[src/rtl/qr_complex_map.sv]
`timescale 1ns/1ps
module qr_complex_map #(
  parameter int M    = 13,
  parameter int ROOT = 5,
  localparam int W   = $clog2(M)
) (
  input  logic         clk,
  input  logic         rst_n,
  input  logic         in_valid,
  input  logic         inv_mode,
  input  logic [W-1:0] op_a,
  input  logic [W-1:0] op_b,
  output logic         out_valid,
  output logic [W-1:0] res_a,
  output logic [W-1:0] res_b
);

  function automatic int inv_mod(int v);
    int found = 0;
    for (int i = 1; i < M; i++)
      if (((v * i) % M) == 1) found = i;
    return found;
  endfunction

  localparam int PW    = 2 * W + 2;
  localparam int NROOT = M - ROOT;
  localparam int INV2  = inv_mod(2);
  localparam int INVR  = inv_mod(ROOT);
  localparam int KIM   = (INV2 * INVR) % M;

  logic [PW-1:0] pa, pb, fwd_p, fwd_n, inv_s, inv_d;
  logic [W-1:0]  nxt_a, nxt_b;

  assign pa    = PW'(op_a);
  assign pb    = PW'(op_b);
  assign fwd_p = pa + PW'(ROOT) * pb;
  assign fwd_n = pa + PW'(NROOT) * pb;
  assign inv_s = PW'(INV2) * (pa + pb);
  assign inv_d = PW'(KIM) * (pa + PW'(M) - pb);

  assign nxt_a = inv_mode ? W'(inv_s % PW'(M)) : W'(fwd_p % PW'(M));
  assign nxt_b = inv_mode ? W'(inv_d % PW'(M)) : W'(fwd_n % PW'(M));

  always_ff @(posedge clk or negedge rst_n) begin
    if (!rst_n) begin
      out_valid <= 1'b0;
      res_a     <= '0;
      res_b     <= '0;
    end else begin
      out_valid <= in_valid;
      if (in_valid) begin
        res_a <= nxt_a;
        res_b <= nxt_b;
      end
    end
  end

endmodule

[config.mk]
export PLATFORM = sky130hd
export DESIGN_NAME = qr_complex_map
export DESIGN_NICKNAME = d
export VERILOG_FILES = /design/src/rtl/qr_complex_map.sv
export SDC_FILE = /design/constraint.sdc
export NUM_CORES = 1
export LEC_CHECK = 0
export CAP_MARGIN = 40
export CORE_MARGIN = 2
export CORE_UTILIZATION = 44
export DETAILED_ROUTE_END_ITERATION = 8
export DONT_BUFFER_PORTS = 1
export GPL_TIMING_DRIVEN = 0
export PLACE_DENSITY = 0.59
export SLEW_MARGIN = 5
export SYNTH_ARGS = -nofsm -noshare
export SYNTH_HDL_FRONTEND = slang
export SYNTH_SLANG_ARGS = --single-unit
[constraint.sdc]
create_clock -name clk -period 1.17 [get_ports clk]
set_clock_uncertainty 0.2 [all_clocks]
set_input_delay 0.1755 -clock clk [delete_from_list [all_inputs] [get_ports clk]]
set_output_delay 0.1755 -clock clk [all_outputs]
set_load 0.01 [all_outputs]
==> results of run 1 <==
through the flow:
step / cells / area [um^2]
finish: 573 / 4110
global route: 573 / 4110
CTS: 570 / 4080
detailed placement: 550 / 3810
global placement: 550 / 3810
floorplan: 448 / 3680
synth_stat cells, drive strengths merged, types with 3 or more instances:
library cell	count	area share (%)
a2111o	3	0.99
a2111oi	8	2.6
a211o	4	1.0
a211oi	12	2.7
a21boi	3	0.66
a21o	14	3.1
a21oi	32	4.8
a22oi	3	0.66
a31o	4	1.0
a31oi	9	1.7
and2	6	1.2
and4b	4	1.2
buf	8	1.6
clkbuf	10	1.1
dfrtp	9	6.6
fa	8	4.7
ha	35	13
inv	31	3.4
mux2	9	3.0
mux2i	13	4.2
nand2	32	3.5
nand2b	3	0.55
nand3	11	1.8
nand4	7	1.3
nor2	38	4.2
nor2b	4	0.74
nor3	18	2.8
nor4	5	0.92
o2111ai	3	0.77
o211ai	12	2.7
o21a	3	0.66
o21ai	20	2.9
o21bai	3	0.66
o31ai	3	0.66
o32ai	4	1.0
o41ai	3	1.3
or3	9	1.7
xnor2	9	2.3
xor2	6	1.8
repair_timing:
action | 4_1_cts | 5_1_grt
buffers inserted | 15 | 3
endpoints found under the hold margin | 12 | 0
endpoints found under the setup margin | 8 | 8
hold buffers | 2 | 0
pin swaps | 17 | 1
gates resized for setup | 17 | 4
power by group:
part           internal [W]  leakage, nW  switching [W]
registers          0.000472        0.105       0.000171
clock network      0.000236       0.0228       0.000110
logic               0.00376         1.56        0.00472
per-layer routing:
layer	up-vias	share of wire, %	wire length [um]
met5	-	0	0
li1	1780	-	-
met4	0	1.4	138
met1	1753	44	4440
met2	110	50	5040
met3	16	3.9	393
cells in the final DEF (no fill, tap or decap), types with 6 or more instances in the layout:
master,synthesis,final
a31oi_1,9,8
nor3_1,17,15
inv_1,30,22
nand3_1,10,10
buf_4,1,18
xnor2_1,9,6
nand4_1,7,7
a21oi_1,31,27
mux2i_1,12,11
o211ai_1,12,12
clkbuf_1,10,8
dfrtp_1,9,9
or3_1,9,9
inv_2,1,6
nor2_1,38,34
mux2_2,8,6
a211oi_1,12,10
ha_1,35,23
nand2_1,32,30
o21ai_0,17,14
fa_1,8,6
ha_4,0,7
a21o_1,14,14
state kept, by name, summed over array words and instances, names as in the netlist:
name and count:
out_valid 1, res_a 4, res_b 4
cell type report:
class                   instances  share of cell area [%]
well taps                     102                    3.10
flip-flops and latches          9                    5.47
clock buffers                   4                    1.09
inverters                      31                    3.25
multi-input cells             390                    80.6
repair buffers                 20                    4.08
plain buffers                  17                    2.37
worst min-delay path by stage:
stage	from	end	slack, ps
floorplan	rst_n	out_valid	-320
global placement	rst_n	out_valid	-320
detailed placement	rst_n	out_valid	-320
CTS	rst_n	res_a[2]	130
global route	rst_n	res_a[2]	130
finish	rst_n	res_b[0]	120
cell families (layout without fill, tap and decap cells):
family | after synthesis | after routing | synth area share (%)
AO/OA/AOI/OAI | 165 | 165 | 36.7
XOR/XNOR | 15 | 15 | 4.09
adder cells (fa/ha/maj) | 44 | 44 | 17.9
buffers and inverters | 49 | 72 | 6.15
flip-flops | 9 | 9 | 6.63
multiplexers | 22 | 22 | 7.18
AND/OR/NAND/NOR | 144 | 144 | 21.3
critical path, delay by kind of cell:
family | cells | cell delay, ps
buffers and inverters | 3 | 240
xor gates and xnor gates | 1 | 180
muxes | 3 | 670
and+or+nand+nor | 3 | 360
AOI/OAI and AO/OA | 8 | 2150
adders and majority gates | 6 | 1870
==> flow_summary_export.csv, run 1 <==
group,metric,value,unit
outcome,status,"finished with violations",
outcome,violations,"negative setup slack",
cells_and_area,final_util,54.1,%
setup_path,critPathKind,"primary input to register",
yosys,synth_fp_nets,503,
setup_path,crit_fanout,6,
timing,final.setup.tns,-30860,ps
worst_hold_path,hp-class,"primary input to async pin",
cts,clock_sinks,9,
cells_and_area,drive_gt1_share,24.0,%
floorplanning,fp-row-count,32,
setup_path,r2r-start,"res_a[1]",
timing,layout_min_cycle_time,5730,ps
place,place_ws,-5250,ps
setup_path,critPathSlowestCell,"fa_1",
power,irDropWorstVdd,0.00108,V
routing,via_count,3659,
timing,worst_slew_pin_slew,817,ps
routing,drt_wl_total,10.0,mm
yosys,yosysUniqueCellTypes,75,
yosys,synth-main-ff-cell,"dfrtp_1",
timing,grt_setup_unrepaired,"yes",
timing,slew_headroom,45.3,%
timing,slew_violations,0,
cts,clockRootBuffer,"clkbuf_8",
cts,htree_num_levels,1,
floorplanning,dieArea,8440,um^2
timing,fin_ws,-4560,ps
setup_path,startpoint,"op_b[0]",
flow_run,maxCapViolCount,0,
setup_path,rrSetupSlack,150,ps
place,routabilityCongestion,0.946,
place,io_buffers,0,
cts,cts.path.max_buffers,2,
global_routing,busiest_layer,"met2",
global_routing,grt_use_met1,30.3,%
cells_and_area,final_nets,527,
timing,fmax,175,MHz
setup_path,cp_data_arrival_time,5640,ps
floorplanning,fp.coreArea,7610,um^2
global_routing,overflow,0,
global_routing,use_met2,42.0,%
timing,whs,115,ps
power,power,0.00947,W
yosys,synth-seq-cells,9,
timing,period_share,490,%
global_routing,met3_usage,1.73,%
global_routing,grt_antenna_before_repair,0,
routing,first_iter_violations,257,
cts,clk_latency,220,ps
yosys,synth_area_per_cell,7.59,um^2
yosys,ys_seq_area_share,6.63,%
routing,drc,0,
global_routing,grt_usage,23.3,%
setup_path,crit_path_end,"res_a[1]",
place,dpl.hpwl,7.62,mm
timing,hold_viol_final,0,
cells_and_area,multi_input_area,3320,um^2
yosys,synth_edf_count,0,
cts,clk_pin_slew_worst_paths,40,ps
cells_and_area,diodes,0,
routing,wire_per_inst,17.5,um
setup_path,critPathRequiredTime,1080,ps
floorplanning,start_util,44.7,%
yosys,synth-async-reset-ratio,100,%
floorplanning,dieWidth,91.9,um
setup_path,end_kind,"register",
cts,tritoncts,"built",
cells_and_area,num-fill-cells,761,
setup_path,r2r_cells,1,
routing,viasPerCell,6.39,
setup_path,crit_path_cell_trace,"ha_4 -> fa_2 -> xnor2_2 -> inv_2 -> fa_1 -> inv_2 -> ha_4 -> fa_2 -> a21o_1 -> a21oi_2 -> mux2i_4 -> and2_4 -> buf_6 -> nor2_2 -> a2111o_1 -> o41a_1 -> a211o_1 -> a21oi_2 -> a31oi_4 -> ha_2 -> nor2b_4 -> o41ai_4 -> mux2i_1 -> mux2_4",
timing,setup_viol,8,
power,power_density,2300,nW/um^2
cells_and_area,area_growth,21.1,%
global_routing,grt_pass1_vias,3524,
power,leakage,1.69,nW
yosys,synthCells,448,
cells_and_area,register_area,225,um^2
global_routing,grt_pass1_wl,16.6,mm
routing,drt_pre_antenna_iters,5,
setup_path,reg2reg_to,"res_a[1]",
floorplanning,fp.dieH,91.9,um
floorplanning,ios,21,
setup_path,slowest_delay,550,ps
yosys,yosysWarnings,0,
routing,postRouteAntennaNets,0,
global_routing,grt_max_degree,11,
cts,numCtsBuffers,3,
yosys,synth_area,3400,um^2
setup_path,critPathLaunchType,"primary input",
Power figures use the tool's default switching activity.
==> run 2: changes to the inputs <==
--- a/config.mk
+++ b/config.mk
@@ -5,7 +5,8 @@
 export SDC_FILE = /design/constraint.sdc
 export NUM_CORES = 1
 export LEC_CHECK = 0
-export CAP_MARGIN = 40
+export CAP_MARGIN = 20
+export CORE_ASPECT_RATIO = 1.4
 export CORE_MARGIN = 2
 export CORE_UTILIZATION = 44
 export DETAILED_ROUTE_END_ITERATION = 8
==> run 2 against run 1 <==
Compared with the run above: the run still ends with negative setup slack left; global-route usage up 2.0 points; register-to-register slack about the same; core utilization up 11 points; flip-flop and latch count unchanged; sequential power up 0.9%; maximum frequency down 0.20%; combinational power up 21%; first-iteration DRC count down 28%; die area up 0.13%; critical path depth unchanged; via count up 6.9%; final cell count up 6.5%; critical path type unchanged; largest cell class unchanged; highest routed layer unchanged.
==> flow_summary_export.csv, run 2 (synthesis gave the netlist of run 1 again) <==
group,metric,value,unit
place,io_buffers,0,
power,leakage,1.98,nW
timing,slew_headroom,50.1,%
cells_and_area,top_regs,"res_a: 4 flops, res_b: 4 flops, out_valid: 1 flops",
cells_and_area,diodes,0,
power,irDropWorstVdd,0.00161,V
global_routing,grt_max_degree,11,
floorplanning,fp.dieH,108,um
routing,viasPerCell,6.41,
setup_path,critPathRequiredTime,1080,ps
routing,drt_wl_total,11.4,mm
global_routing,grt_usage,25.3,%
outcome,status,"finished with violations",
timing,grt_setup_unrepaired,"yes",
cts,tritoncts,"built",
timing,setup_viol,8,
cts,htree_num_levels,1,
floorplanning,dieWidth,78.3,um
floorplanning,fp-row-count,37,
routing,via_count,3910,
setup_path,end_kind,"register",
cts,clk_latency,230,ps
timing,fin_ws,-4570,ps
timing,slew_violations,0,
global_routing,overflow,0,
place,routabilityCongestion,0.917,
setup_path,cp_data_arrival_time,5650,ps
cts,cts.path.max_buffers,2,
routing,wire_per_inst,18.6,um
global_routing,grt_pass1_wl,17.6,mm
cells_and_area,layout_common_cells,"buf_4, nor2_1, nand2_1, a21oi_1, ha_1",
cts,numCtsBuffers,3,
place,place_ws,-5240,ps
routing,postRouteAntennaNets,0,
routing,drt_pre_antenna_iters,6,
power,power_density,2340,nW/um^2
cells_and_area,mostFrequentLayoutCell,"buf_4",
timing,hold_viol_final,0,
flow_run,maxCapViolCount,0,
outcome,violations,"negative setup slack",
cells_and_area,instances_no_fill,610,
setup_path,critPathLaunchType,"primary input",
cells_and_area,drive_gt1_share,35.7,%
place,dp_cells,545,
setup_path,critPathKind,"primary input to register",
cts,clk_pin_slew_worst_paths,50,ps
cells_and_area,final_nets,569,
place,dpl.hpwl,8.22,mm
global_routing,grt_pass1_vias,3748,
floorplanning,ios,21,
routing,drc,0,
floorplanning,dieArea,8450,um^2
cts,clock_sinks,9,
cells_and_area,area_growth,41.5,%
setup_path,crit_fanout,6,
timing,period_share,491,%
routing,first_iter_violations,186,
floorplanning,start_util,45.9,%
setup_path,r2r_cells,1,
global_routing,grt_antenna_before_repair,0,
timing,fmax,174,MHz
floorplanning,fp.coreArea,7410,um^2
cts,clockRootBuffer,"clkbuf_8",
worst_hold_path,hp-class,"primary input to async pin",
timing,worst_slew_pin_slew,727,ps
timing,layout_min_cycle_time,5740,ps
## run 2: per-stage QoR
step	area, um^2	util (%)	TNS, ps	hold WS [ps]	total power (W)
2_1_floorplan	3680	-	-29520	-320	0.00682
3_3_place_gp	3800	51.4	-33730	-320	0.00814
3_5_place_dp	3800	51.4	-34410	-320	0.00821
4_1_cts	4170	56.3	-30880	128	0.00982
5_1_grt	4810	64.9	-31940	149	0.0121
6_report	4810	64.9	-30420	120	0.0113
## run 2: power by group
part	internal, W	switching (W)
combinational	0.00479	0.00547
clock	0.000237	0.000113
sequential	0.000472	0.000178
## run 2: layer usage
metal / GRT usage (%) / wire length [um]
met1: 27.7 / 4280
met2: 50.9 / 6290
met3: 1.92 / 436
met4: 7.39 / 343
met5: 0 / 0
## run 2: cell type report
cell class	instances	area [um^2]
Buffer	17	101
Clock buffer	4	45.0
Fill cell	628	2600
Inverter	31	141
Multi-Input combinational cell	390	3660
Sequential cell	9	225
Tap cell	97	121
Timing Repair Buffer	62	519
## run 2: repair_timing
item	in CTS	in global routing
setup buffers	26	35
hold buffers	2	0
setup endpoints to repair	8	8
pin swaps	19	38
hold endpoints to repair	12	0
resized for setup	19	82
## run 2: worst paths after layout
| path | from | endpoint | slack (ps) |
|---|---|---|---|
| hold / removal | rst_n | res_a[2] | 120 |
| min in group clk | in_valid | res_a[0] | 170 |
| max in group asynchronous | rst_n | res_b[0] | 360 |
| setup / recovery | op_a[0] | res_a[1] | -4570 |
| hold reg to reg | res_b[0] | res_b[0] | 380 |
| setup reg to reg | res_b[1] | res_b[1] | 160 |
## run 2: critical path, stage by stage
cell and delay [ps]:
ha_4 140, fa_2 390, xnor2_2 180, inv_2 90, fa_1 520, inv_2 50, ha_4 160, fa_2 360
a21o_1 190, a21oi_2 210, mux2i_4 320, and2_4 190, buf_6 130, o32ai_4 90, a2111o_1 410, o41a_1 450
a211o_1 310, a21oi_2 210, a31oi_4 90, ha_4 240, nor2b_4 130, o41ai_4 240, mux2i_1 110, mux2_2 270
